**src/rtl/wbp_pkg.sv**
```systemverilog
package wbp_pkg;
   localparam int unsigned LANES = 2;

   typedef enum logic [1:0] {
      ST_IDLE = 2'd0,
      ST_RUN  = 2'd1,
      ST_FIN  = 2'd2
   } wbp_state_e;

   localparam logic [LANES-1:0] EN_BOTH = 2'b11;
   localparam logic [LANES-1:0] EN_LOW  = 2'b01;
endpackage

```
**src/rtl/wbp_ctrl.sv**
```systemverilog
module wbp_ctrl
   import wbp_pkg::*;
#(
   parameter int unsigned CNT_W = 16
) (
   input  logic             clk,
   input  logic             rst,
   input  logic             cmd_valid,
   input  logic [CNT_W-1:0] cmd_count,
   input  logic             cmd_chain,
   output logic             cmd_ready,
   input  logic             in_valid,
   output logic             in_ready,
   output logic             take,
   output logic             last,
   output logic             chain,
   input  logic             out_busy,
   input  logic             hold_v,
   input  logic [1:0]       sent_inc,
   output logic             done,
   output logic [CNT_W:0]   done_sent,
   output logic             done_resid
);
   localparam int unsigned SENT_W = CNT_W + 1;

   generate
      if (CNT_W < 1) begin : g_bad_cnt
         $error("wbp_ctrl: CNT_W must be at least 1");
      end
   endgenerate

   wbp_state_e         st_q;
   logic [CNT_W-1:0]   rem_q;
   logic [CNT_W-1:0]   cnt_q;
   logic [SENT_W-1:0]  sent_q;
   logic               chain_q;
   logic               hs_q;

   always_comb begin
      cmd_ready  = (st_q == ST_IDLE);
      in_ready   = (st_q == ST_RUN) && (rem_q != '0) && !out_busy;
      take       = in_ready && in_valid;
      last       = (rem_q == CNT_W'(1));
      chain      = chain_q;
      done       = (st_q == ST_FIN);
      done_sent  = sent_q;
      done_resid = hold_v;
   end

   always_ff @(posedge clk) begin
      if (rst) begin
         st_q    <= ST_IDLE;
         rem_q   <= '0;
         cnt_q   <= '0;
         sent_q  <= '0;
         chain_q <= 1'b0;
         hs_q    <= 1'b0;
      end else begin
         unique case (st_q)
            ST_IDLE: begin
               if (cmd_valid) begin
                  cnt_q   <= cmd_count;
                  rem_q   <= cmd_count;
                  chain_q <= cmd_chain;
                  hs_q    <= hold_v;
                  sent_q  <= '0;
                  st_q    <= (cmd_count == '0) ? ST_FIN : ST_RUN;
               end
            end
            ST_RUN: begin
               if (take) begin
                  rem_q  <= rem_q - CNT_W'(1);
                  sent_q <= sent_q + SENT_W'(sent_inc);
               end
               if ((rem_q == '0) && !out_busy) st_q <= ST_FIN;
            end
            ST_FIN:  st_q <= ST_IDLE;
            default: st_q <= ST_IDLE;
         endcase
      end
   end

   logic resid_expect;
   always_comb begin
      if (cnt_q == '0) resid_expect = hs_q;
      else             resid_expect = chain_q ? (hs_q ^ cnt_q[0]) : 1'b0;
   end


   sent_balance_chk: assert property (@(posedge clk) disable iff (rst)
      done |-> (done_sent == SENT_W'(cnt_q) + SENT_W'(hs_q) - SENT_W'(hold_v)));


   done_single_chk: assert property (@(posedge clk) disable iff (rst)
      done |=> !done);


   resid_rule_chk: assert property (@(posedge clk) disable iff (rst)
      done |-> (hold_v == resid_expect));


   zero_count_chk: assert property (@(posedge clk) disable iff (rst)
      (cmd_ready && cmd_valid && (cmd_count == '0)) |=> (done && (hold_v == $past(hold_v))));


   cmd_idle_chk: assert property (@(posedge clk) disable iff (rst)
      (cmd_ready && cmd_valid) |=> !cmd_ready);
endmodule

```
**src/rtl/wbp_pack.sv**
```systemverilog
module wbp_pack
   import wbp_pkg::*;
#(
   parameter int unsigned BYTE_W = 8
) (
   input  logic                    clk,
   input  logic                    rst,
   input  logic                    take,
   input  logic                    last,
   input  logic                    chain,
   input  logic [BYTE_W-1:0]       in_data,
   input  logic                    bus_ready,
   output logic                    hold_v,
   output logic                    out_busy,
   output logic [1:0]              sent_inc,
   output logic                    bus_valid,
   output logic [LANES*BYTE_W-1:0] bus_data,
   output logic [LANES-1:0]        bus_lane_en
);
   localparam int unsigned WORD_W = LANES * BYTE_W;

   logic [BYTE_W-1:0] hold_q;
   logic              hold_vq;
   logic              out_vq;
   logic [WORD_W-1:0] out_dq;
   logic [LANES-1:0]  out_eq;

   logic              lone;
   logic              emit;
   logic [WORD_W-1:0] nxt_word;
   logic [LANES-1:0]  nxt_en;
   logic [BYTE_W-1:0] lane_src [LANES];

   always_comb begin
      lone        = last && !chain && !hold_vq;
      emit        = take && (hold_vq || lone);
      lane_src[0] = hold_vq ? hold_q : in_data;
      lane_src[1] = hold_vq ? in_data : '0;
      nxt_en      = hold_vq ? EN_BOTH : EN_LOW;
      if (!take)        sent_inc = 2'd0;
      else if (hold_vq) sent_inc = 2'd2;
      else if (lone)    sent_inc = 2'd1;
      else              sent_inc = 2'd0;
   end

   generate
      for (genvar g = 0; g < LANES; g++) begin : g_lane
         assign nxt_word[g*BYTE_W +: BYTE_W] = lane_src[g];
      end
   endgenerate

   always_ff @(posedge clk) begin
      if (rst) begin
         hold_q  <= '0;
         hold_vq <= 1'b0;
         out_vq  <= 1'b0;
         out_dq  <= '0;
         out_eq  <= '0;
      end else begin
         if (out_vq && bus_ready) out_vq <= 1'b0;
         if (emit) begin
            out_vq <= 1'b1;
            out_dq <= nxt_word;
            out_eq <= nxt_en;
         end
         if (take) begin
            if (hold_vq) begin
               hold_vq <= 1'b0;
            end else if (!lone) begin
               hold_q  <= in_data;
               hold_vq <= 1'b1;
            end
         end
      end
   end

   assign hold_v      = hold_vq;
   assign out_busy    = out_vq;
   assign bus_valid   = out_vq;
   assign bus_data    = out_dq;
   assign bus_lane_en = out_eq;


   word_hold_chk: assert property (@(posedge clk) disable iff (rst)
      (bus_valid && !bus_ready) |=> (bus_valid && $stable(bus_data) && $stable(bus_lane_en)));


   low_lane_chk: assert property (@(posedge clk) disable iff (rst)
      bus_valid |-> bus_lane_en[0]);


   lone_zero_chk: assert property (@(posedge clk) disable iff (rst)
      (bus_valid && !bus_lane_en[1]) |-> (bus_data[WORD_W-1:BYTE_W] == '0));
endmodule

```
**src/rtl/odd_byte_packer.sv**
```systemverilog
module odd_byte_packer
   import wbp_pkg::*;
#(
   parameter int unsigned BYTE_W = 8,
   parameter int unsigned CNT_W  = 16
) (
   input  logic                    clk,
   input  logic                    rst,
   input  logic                    cmd_valid,
   output logic                    cmd_ready,
   input  logic [CNT_W-1:0]        cmd_count,
   input  logic                    cmd_chain,
   input  logic                    in_valid,
   output logic                    in_ready,
   input  logic [BYTE_W-1:0]       in_data,
   output logic                    bus_valid,
   input  logic                    bus_ready,
   output logic [2*BYTE_W-1:0]     bus_data,
   output logic [1:0]              bus_lane_en,
   output logic                    done,
   output logic [CNT_W:0]          done_sent,
   output logic                    done_resid
);
   generate
      if (BYTE_W < 1) begin : g_bad_byte
         $error("odd_byte_packer: BYTE_W must be at least 1");
      end
      if (LANES != 2) begin : g_bad_lanes
         $error("odd_byte_packer: exactly two lanes are supported");
      end
   endgenerate

   logic       take;
   logic       last;
   logic       chain;
   logic       out_busy;
   logic       hold_v;
   logic [1:0] sent_inc;

   wbp_ctrl #(.CNT_W(CNT_W)) u_ctrl (
      .clk        (clk),
      .rst        (rst),
      .cmd_valid  (cmd_valid),
      .cmd_count  (cmd_count),
      .cmd_chain  (cmd_chain),
      .cmd_ready  (cmd_ready),
      .in_valid   (in_valid),
      .in_ready   (in_ready),
      .take       (take),
      .last       (last),
      .chain      (chain),
      .out_busy   (out_busy),
      .hold_v     (hold_v),
      .sent_inc   (sent_inc),
      .done       (done),
      .done_sent  (done_sent),
      .done_resid (done_resid)
   );

   wbp_pack #(.BYTE_W(BYTE_W)) u_pack (
      .clk         (clk),
      .rst         (rst),
      .take        (take),
      .last        (last),
      .chain       (chain),
      .in_data     (in_data),
      .bus_ready   (bus_ready),
      .hold_v      (hold_v),
      .out_busy    (out_busy),
      .sent_inc    (sent_inc),
      .bus_valid   (bus_valid),
      .bus_data    (bus_data),
      .bus_lane_en (bus_lane_en)
   );


   no_take_while_full_chk: assert property (@(posedge clk) disable iff (rst)
      bus_valid |-> !in_ready);


   plain_end_clear_chk: assert property (@(posedge clk) disable iff (rst)
      (done && !chain && (done_sent != '0)) |-> !done_resid);
endmodule

```
**config.mk**
```make
export PLATFORM = sky130hd
export DESIGN_NAME = odd_byte_packer
export DESIGN_NICKNAME = d
export VERILOG_FILES = /design/src/rtl/wbp_pkg.sv /design/src/rtl/wbp_ctrl.sv /design/src/rtl/wbp_pack.sv /design/src/rtl/odd_byte_packer.sv
export SDC_FILE = /design/constraint.sdc
export NUM_CORES = 1
export LEC_CHECK = 0
export BUFFER_PORTS_ARGS = -buffer_cell sky130_fd_sc_hd__buf_2
export CAP_MARGIN = 20
export CORE_MARGIN = 1.5
export CORE_UTILIZATION = 50
export DETAILED_ROUTE_END_ITERATION = 16
export GPL_TIMING_DRIVEN = 0
export HOLD_SLACK_MARGIN = 0.05
export PLACE_DENSITY_LB_ADDON = 0.2
export SKIP_CTS_REPAIR_TIMING = 1
export SYNTH_ARGS = -nofsm -noshare
export SYNTH_HDL_FRONTEND = slang
export SYNTH_SLANG_ARGS = --single-unit
```
**constraint.sdc**
```tcl
create_clock -name clk -period 4.25 [get_ports clk]
set_input_delay 0.425 -clock clk [delete_from_list [all_inputs] [get_ports clk]]
set_output_delay 0.425 -clock clk [all_outputs]
set_load 0.01 [all_outputs]
```
==> out/qor.log, run 1 <==
[status] status complete, no violations
[synthesis] instance count of the mapped netlist 406
[setup_path] crit end category flip-flop
[hold_path] worst min-delay path category input pin to flip-flop
[final_layout] final antenna diode count 0
[setup_path] dominant cell type by count on the critical path nand2_1
[routing] Via density 6.02
[synthesis] number of flip-flops and latches in the synthesized netlist 64
[synthesis] syn avg cell area 8.05 um^2
[floorplan] I/O Pins 70
[setup_path] worst reg-to-reg setup slack 0.25 ns
[setup_path] Arrival @ worst endpoint 4.29 ns
[global_route] largest net degree at the start of global routing 13
[hold_path] min-delay src cmd_chain
[synthesis] most used standard cell by instance count after synthesis dfxtp_1
[setup_path] critical-path cell with the highest stage delay nor4_1
[setup_path] timing startpoint of the critical path u_ctrl.rem_q[11]$_SDFFE_PP0P_
[final_layout] net count reported at finish 521
[clock_network] depth of the CTS H-tree 3
[global_route] number of global-route vias before repair 3,116
[sta] peak clock frequency supported by timing 250 MHz
[setup_path] category of the critical setup timing path flip-flop to flip-flop
[final_layout] proportion of layout cells with a drive suffix above 1 20.4%
[floorplan] Core Area 0.00631 mm^2
[clock_network] clock insertion delay at the later pin of the skew report 0.36 ns
[synthesis] Cell Area, Synth 0.00327 mm^2
[synthesis] Synth Flop Type dfxtp_1
[routing] final routed wirelength across all metal layers 8.94 mm
[setup_path] startpoint of the lowest-slack register-to-register path u_ctrl.rem_q[11]$_SDFFE_PP0P_
[synthesis] ranking of synthesized cells by area dfxtp_1 39%, a21oi_1 8.7%, nand2_1 5.1%
[floorplan] width of the die 83.8 um
[global_route] Tot GR Track Use 25.9%
[global_route] GR Overflow Total 0
[placed_design] placed standard-cell area 0.00371 mm^2
[floorplan] row cnt 29
[floorplan] initial core utilization 51.7%
[routing] count of vias placed by the detailed router 3,420
[power_and_ir_drop] P per Cell Area 381 mW/mm^2
[clock_network] clk buf depth 2
[final_layout] P&R area growth vs syn 19.0%
[setup_path] critical path, cell by cell nor4_1, and4_1, nor2_1, clkbuf_2, nand2_1, inv_1, ha_1, a21o_1, nand2_1, or3_1, clkbuf_1, or4_1, a21oi_1
[sta] final count of hold timing violations 0
[placed_design] HPWL after detailed placement 6.45 mm
[global_route] global-route wire length before repair 14.7 mm
[final_layout] filler cell count in the final layout 593
[synthesis] Yosys Warn Count 0
[global_route] initial antenna violation count 0
[power_and_ir_drop] static power due to leakage 1.51 nW
[setup_path] worst path required time 4.54 ns
[clock_network] TritonCTS clock tree done
[sta] setup repair after global routing missed its margin no
[power_and_ir_drop] Worst VDD drop 0.260 mV
[sta] worst rel slew slack 57.3%
[placed_design] number of I/O port buffers 69
[routing] post-detailed-route DRC marker count 0
[clock_network] total clock sinks 64
[floorplan] Die Area 0.00703 mm^2
[clock_network] cts bufs inserted 9
[sta] Final Slew Violations 0
[synthesis] fraction of the yosys area taken by sequential cells 39.2%
[sta] final total negative setup slack 0 ns
[setup_path] delay of the slowest critical-path stage 0.60 ns
[final_layout] Non-Filler Cell Area, Final 0.00389 mm^2
[synthesis] most instantiated cells after synthesis 64 x dfxtp_1, 57 x a21oi_1, 44 x nand2_1
[clock_network] Reg clk slew, reported paths 0.08 ns
[synthesis] post-synth top area share 39.2%
[setup_path] critical path peak fanout 10
[sta] Worst Clk Skew 0.0100 ns
[floorplan] height of the die 83.8 um
[sta] final period demand of the worst path 4.00 ns
[sta] final count of negative-setup-slack endpoints 0
[routing] detailed-route wire length per cell 15.7 um
[clock_network] clock root cell clkbuf_8
[routing] Antenna Violating Nets Remaining 0
[synthesis] cell accounting for the most synthesized area dfxtp_1
[routing] first-iteration detailed-routing DRC count 229
[placed_design] routability-driven placement congestion ratio 0.903
[synthesis] number of flops mapped to enable cells by yosys 0
[synthesis] nets in the synthesized netlist 441
[synthesis] distinct cell type count after synthesis 48
[sta] slew at the pin closest to its max-slew limit 0.634 ns
[setup_path] startpoint types flip-flop
[synthesis] share of synthesized registers carrying an async set or reset 0%
[routing] router iterations before antenna repair 5
[sta] part of the cycle the worst path needs 94.1%
[flow_run] # Max-Cap Violations 0
[cells by family (layout without fill, tap and decap cells)]
family	count (synthesis)	after routing	share of synthesized area (%)
AO/OA/AOI/OAI	134	134	25.2
XOR/XNOR	1	1	0.268
adder cells (fa/ha/maj)	5	5	2.14
buffers and inverters	45	130	6.09
flip-flops	64	64	39.2
multiplexers	8	8	2.45
AND/OR/NAND/NOR	149	149	24.6
[sequential cells by signal (all words and copies together), names as in the netlist]
name                count
u_ctrl.chain            1
u_ctrl.done_sent       17
u_ctrl.rem_q           16
u_ctrl.st_q             2
u_pack.bus_data        16
u_pack.bus_lane_en      2
u_pack.bus_valid        1
u_pack.hold_q           8
u_pack.hold_v           1
[where the power goes]
part / switching [mW] / internal (mW) / total [mW] / leakage (nW)
Clock: 0.260 / 0.211 / 0.470 / 0.0854
Sequential: 0.0316 / 0.630 / 0.662 / 0.519
Combinational: 0.224 / 0.127 / 0.351 / 0.902
Total: 0.515 / 0.968 / 1.48 / 1.51
[per-layer routing]
| metal | global-route usage (%) | wire [um] |
|---|---|---|
| met1 | 33.3 | 3940 |
| met2 | 41.4 | 4200 |
| met3 | 5.14 | 620 |
| met4 | 12.8 | 180 |
| met5 | 0 | 0 |
[area by class of cell]
type	instances	area [um^2]	share of cell area (%)
flip-flops and latches	64	1280	33.0
repair buffers	69	345	8.88
inverters	15	56.3	1.45
clock buffers	9	124	3.19
plain buffers	30	144	3.70
multi-input cells	297	1790	46.1
well taps	77	96.3	2.48
clock inverters	7	47.5	1.22
[placed cells by master (no fill, tap or decap), types with 11 or more instances in the layout]
cell type / count
o21ai_0: 27
nand2b_1: 11
dfxtp_1: 64
inv_1: 15
clkbuf_1: 21
a21oi_1: 57
nand3_1: 17
buf_2: 72
nand2_1: 44
or4_1: 13
o31ai_1: 12
nor2_1: 21
[through the flow]
stage          power (mW)  util (%)  hold WS [ns]  setup slack [ns]  cells
2_1_floorplan       0.913         -         0.437             0.810    406
3_3_place_gp         1.01      58.7         0.460             0.187    552
3_5_place_dp         1.02      58.7         0.464             0.106    552
4_1_cts              1.48      61.5         0.295            0.0857    568
5_1_grt              1.56      61.6         0.299           0.00889    568
6_report             1.48      61.6         0.307             0.250    568
[critical path, delay by kind of cell (launching register included)]
kind | cells | cell delay (ns)
buf+inv | 3 | 0.59
flops | 1 | 0.38
simple gates | 7 | 2.41
compound gates | 2 | 0.26
fa+ha+maj | 1 | 0.30
[path summary, 6_finish.rpt]
| path | endpoint | cells past startpoint |
|---|---|---|
| max | u_ctrl.done_sent[13]$_SDFFE_PP0P_ | 13 |
| max reg2reg | u_ctrl.done_sent[13]$_SDFFE_PP0P_ | 13 |
| min | u_ctrl.chain$_SDFFE_PP0P_ | 3 |
| min reg2reg | u_ctrl.chain$_SDFFE_PP0P_ | 2 |
(Power assumes the default switching activity.)
==> run 2: changes to the inputs <==
ABC_AREA = 1   (was not set)
==> run 2 against run 1 <==
Compared with the run above:
- combinational power decreased by 4%
- register-to-register slack improved by 0.86 ns
- sequential power about the same
- hold slack improved by 0.022 ns
- setup slack improved by 0.86 ns
- critical path type unchanged
- critical endpoint is now u_ctrl.done_sent[15]$_SDFFE_PP0P_
==> out/qor.log, run 2 <==
[final_layout] P&R area growth vs syn 18.6% [was 19.0%]
[final_layout] proportion of layout cells with a drive suffix above 1 17.3% [was 20.4%]
[status] status complete, no violations [unchanged]
[setup_path] critical path peak fanout 11 [was 10]
[clock_network] depth of the CTS H-tree 3 [unchanged]
[global_route] number of global-route vias before repair 3,433 [was 3,116]
[synthesis] number of flip-flops and latches in the synthesized netlist 64 [unchanged]
[sta] slew at the pin closest to its max-slew limit 0.668 ns [was 0.634 ns]
[synthesis] Synth Flop Type dfxtp_1 [unchanged]
[hold_path] min-delay src bus_ready [was cmd_chain]
[synthesis] share of synthesized registers carrying an async set or reset 0% [unchanged]
[synthesis] syn avg cell area 6.30 um^2 [was 8.05 um^2]
[final_layout] net count reported at finish 677 [was 521]
[synthesis] cell accounting for the most synthesized area dfxtp_1 [unchanged]
[global_route] initial antenna violation count 0 [unchanged]
[sta] peak clock frequency supported by timing 318 MHz [was 250 MHz]
[global_route] GR Overflow Total 0 [unchanged]
[routing] Via density 5.18 [was 6.02]
[sta] setup repair after global routing missed its margin no [unchanged]
[floorplan] Die Area 0.00759 mm^2 [was 0.00703 mm^2]
[setup_path] category of the critical setup timing path flip-flop to flip-flop [unchanged]
[setup_path] worst path required time 4.49 ns [was 4.54 ns]
[clock_network] clock root cell clkbuf_8 [unchanged]
[clock_network] cts bufs inserted 9 [unchanged]
[floorplan] row cnt 30 [was 29]
[routing] detailed-route wire length per cell 13.1 um [was 15.7 um]
[synthesis] ranking of synthesized cells by area dfxtp_1 36%, nand2_1 17%, nor2_1 13% [was dfxtp_1 39%, a21oi_1 8.7%, nand2_1 5.1%]
[placed_design] number of I/O port buffers 69 [unchanged]
[synthesis] post-synth top area share 36.2% [was 39.2%]
[clock_network] TritonCTS clock tree done [unchanged]
[setup_path] startpoint types flip-flop [unchanged]
[power_and_ir_drop] static power due to leakage 1.91 nW [was 1.51 nW]
[sta] Final Slew Violations 0 [unchanged]
[synthesis] distinct cell type count after synthesis 34 [was 48]
[final_layout] commonest non-fill, non-tap cell in the layout nand2_1 [was buf_2]
[final_layout] filler cell count in the final layout 688 [was 593]
[flow_run] # Max-Cap Violations 0 [unchanged]
[global_route] largest net degree at the start of global routing 13 [unchanged]
[placed_design] HPWL after detailed placement 7.07 mm [was 6.45 mm]
[setup_path] Arrival @ worst endpoint 3.38 ns [was 4.29 ns]
[synthesis] nets in the synthesized netlist 597 [was 441]
[power_and_ir_drop] P per Cell Area 365 mW/mm^2 [was 381 mW/mm^2]
[synthesis] fraction of the yosys area taken by sequential cells 36.2% [was 39.2%]
[routing] post-detailed-route DRC marker count 0 [unchanged]
[placed_design] post-place setup slack 1.19 ns [was 0.106 ns]
[synthesis] most used standard cell by instance count after synthesis nand2_1 [was dfxtp_1]
[synthesis] instance count of the mapped netlist 562 [was 406]
[routing] first-iteration detailed-routing DRC count 236 [was 229]
[placed_design] routability-driven placement congestion ratio 0.900 [was 0.903]
[setup_path] crit end category flip-flop [unchanged]
[final_layout] footprint of the multi-input gates 0.00202 mm^2 [was 0.00179 mm^2]
[floorplan] height of the die 87.1 um [was 83.8 um]
[clock_network] clk buf depth 2 [unchanged]
[sta] worst rel slew slack 55.5% [was 57.3%]
[floorplan] Core Area 0.00683 mm^2 [was 0.00631 mm^2]
[setup_path] startpoint of the lowest-slack register-to-register path u_ctrl.rem_q[0]$_SDFFE_PP0P_ [was u_ctrl.rem_q[11]$_SDFFE_PP0P_]
[floorplan] I/O Pins 70 [unchanged]
[global_route] global-route wire length before repair 15.7 mm [was 14.7 mm]
[hold_path] worst min-delay path category input pin to flip-flop [unchanged]
[final_layout] share of the core filled with cells 61.4% [was 61.6%]
[final_layout] most frequent cells in the layout 164 x nand2_1, 127 x nor2_1, 73 x buf_2 [was 72 x buf_2, 64 x dfxtp_1, 57 x a21oi_1]
[synthesis] Cell Area, Synth 0.00354 mm^2 [was 0.00327 mm^2]
[routing] router iterations before antenna repair 5 [unchanged]
[final_layout] sequential cell area in the final layout 0.00128 mm^2 [unchanged]
[power_and_ir_drop] Worst VDD drop 0.215 mV [was 0.260 mV]
[synthesis] Yosys Warn Count 0 [unchanged]
[routing] count of vias placed by the detailed router 3,846 [was 3,420]
[sta] final count of hold timing violations 0 [unchanged]
[final_layout] final antenna diode count 0 [unchanged]
[floorplan] width of the die 87.1 um [was 83.8 um]
[clock_network] total clock sinks 64 [unchanged]
[sta] part of the cycle the worst path needs 73.9% [was 94.1%]
[setup_path] timing startpoint of the critical path u_ctrl.rem_q[0]$_SDFFE_PP0P_ [was u_ctrl.rem_q[11]$_SDFFE_PP0P_]
[floorplan] initial core utilization 51.8% [was 51.7%]
[routing] Antenna Violating Nets Remaining 0 [unchanged]
[routing] final routed wirelength across all metal layers 9.74 mm [was 8.94 mm]
[global_route] Tot GR Track Use 26.6% [was 25.9%]
[clock_network] clock insertion delay at the later pin of the skew report 0.35 ns [was 0.36 ns]
[synthesis] most instantiated cells after synthesis 164 x nand2_1, 127 x nor2_1, 64 x dfxtp_1 [was 64 x dfxtp_1, 57 x a21oi_1, 44 x nand2_1]
[synthesis] number of flops mapped to enable cells by yosys 0 [unchanged]
[sta] final count of negative-setup-slack endpoints 0 [unchanged]
[sta] Worst Clk Skew 0.0104 ns [was 0.0100 ns]
[sta] final period demand of the worst path 3.14 ns [was 4.00 ns]
[sta] final worst setup slack 1.11 ns [was 0.250 ns]
[sta] final total negative setup slack 0 ns [unchanged]
[final_layout] number of flip-flops under the largest register name 17 [unchanged]
[clock_network] Reg clk slew, reported paths 0.08 ns [about the same]
[run 2: cell count changes after synthesis, sizes merged, moves of 9 or more]
cell / delta
nor2: +112
or4: -15
inv: +24
nand2b: -11
o31ai: -12
a211oi: -9
o21ai: +10
clkbuf: -10
or3: -9
nand3: +15
a21oi: -26
nand2: +125
[run 2: per-layer routing]
| layer | up-vias | global-route usage (%) | wire length, um |
|---|---|---|---|
| met5 | - | 0 | 0 |
| met4 | 0 | 10.7 | 165 |
| met3 | 15 | 6.92 | 783 |
| met2 | 135 | 43.2 | 4470 |
| met1 | 1753 | 33.7 | 4320 |
| li1 | 1943 | - | - |
[run 2: cells by family after synthesis]
logic type      synth area share [%]
simple gates                    42.4
compound gates                  11.0
flops                           36.2
buf+inv                         6.68
xor+xnor                        1.73
fa+ha+maj                       1.98
[run 2: final timing paths]
| path | to | slack (ns) | cells past startpoint |
|---|---|---|---|
| min reg2reg | u_pack.bus_data[8]$_SDFFE_PP0P_ | 0.46 | 2 |
| min | u_pack.bus_valid$_SDFFE_PP0P_ | 0.33 | 4 |
| max | u_ctrl.done_sent[15]$_SDFFE_PP0P_ | 1.11 | 15 |
| max reg2reg | u_ctrl.done_sent[15]$_SDFFE_PP0P_ | 1.11 | 15 |
[run 2: power by group]
part	total [mW]	switching, mW	internal [mW]	leakage (nW)
sequential	0.663	0.0304	0.633	0.521
clock	0.529	0.259	0.270	0.0879
combinational	0.337	0.225	0.112	1.30
total	1.53	0.515	1.02	1.91
[run 2: worst max-delay path, stage by stage, from the launching register on]
cell      delay (ns)
dfxtp_1         0.40
inv_1           0.07
ha_1            0.25
nand2_4         0.14
nor2_8          0.07
nand2_4         0.08
nand3_4         0.14
nor2_2          0.49
ha_1            0.26
inv_1           0.06
a21boi_1        0.43
nand3_1         0.20
nor2_1          0.21
nand3_1         0.10
nand2_1         0.08
nor2_1          0.04
[run 2: final cells by class]
class	instances	area share (%)
Multi-Input combinational cell	440	48.1
Sequential cell	64	30.5
Timing Repair Buffer	69	8.23
Inverter	40	3.64
Clock buffer	9	2.95
Tap cell	96	2.86
Buffer	18	2.00
Clock inverter	6	1.67
[run 2: through the flow]
step	std cells	instance area, um^2	total power, mW	hold WS [ns]
5_1_grt	742	4200	1.61	0.322
2_1_floorplan	562	3540	0.913	0.456
6_report	742	4200	1.53	0.329
3_5_place_dp	727	4000	1.01	0.454
3_3_place_gp	727	4000	1.00	0.446
4_1_cts	742	4200	1.54	0.311
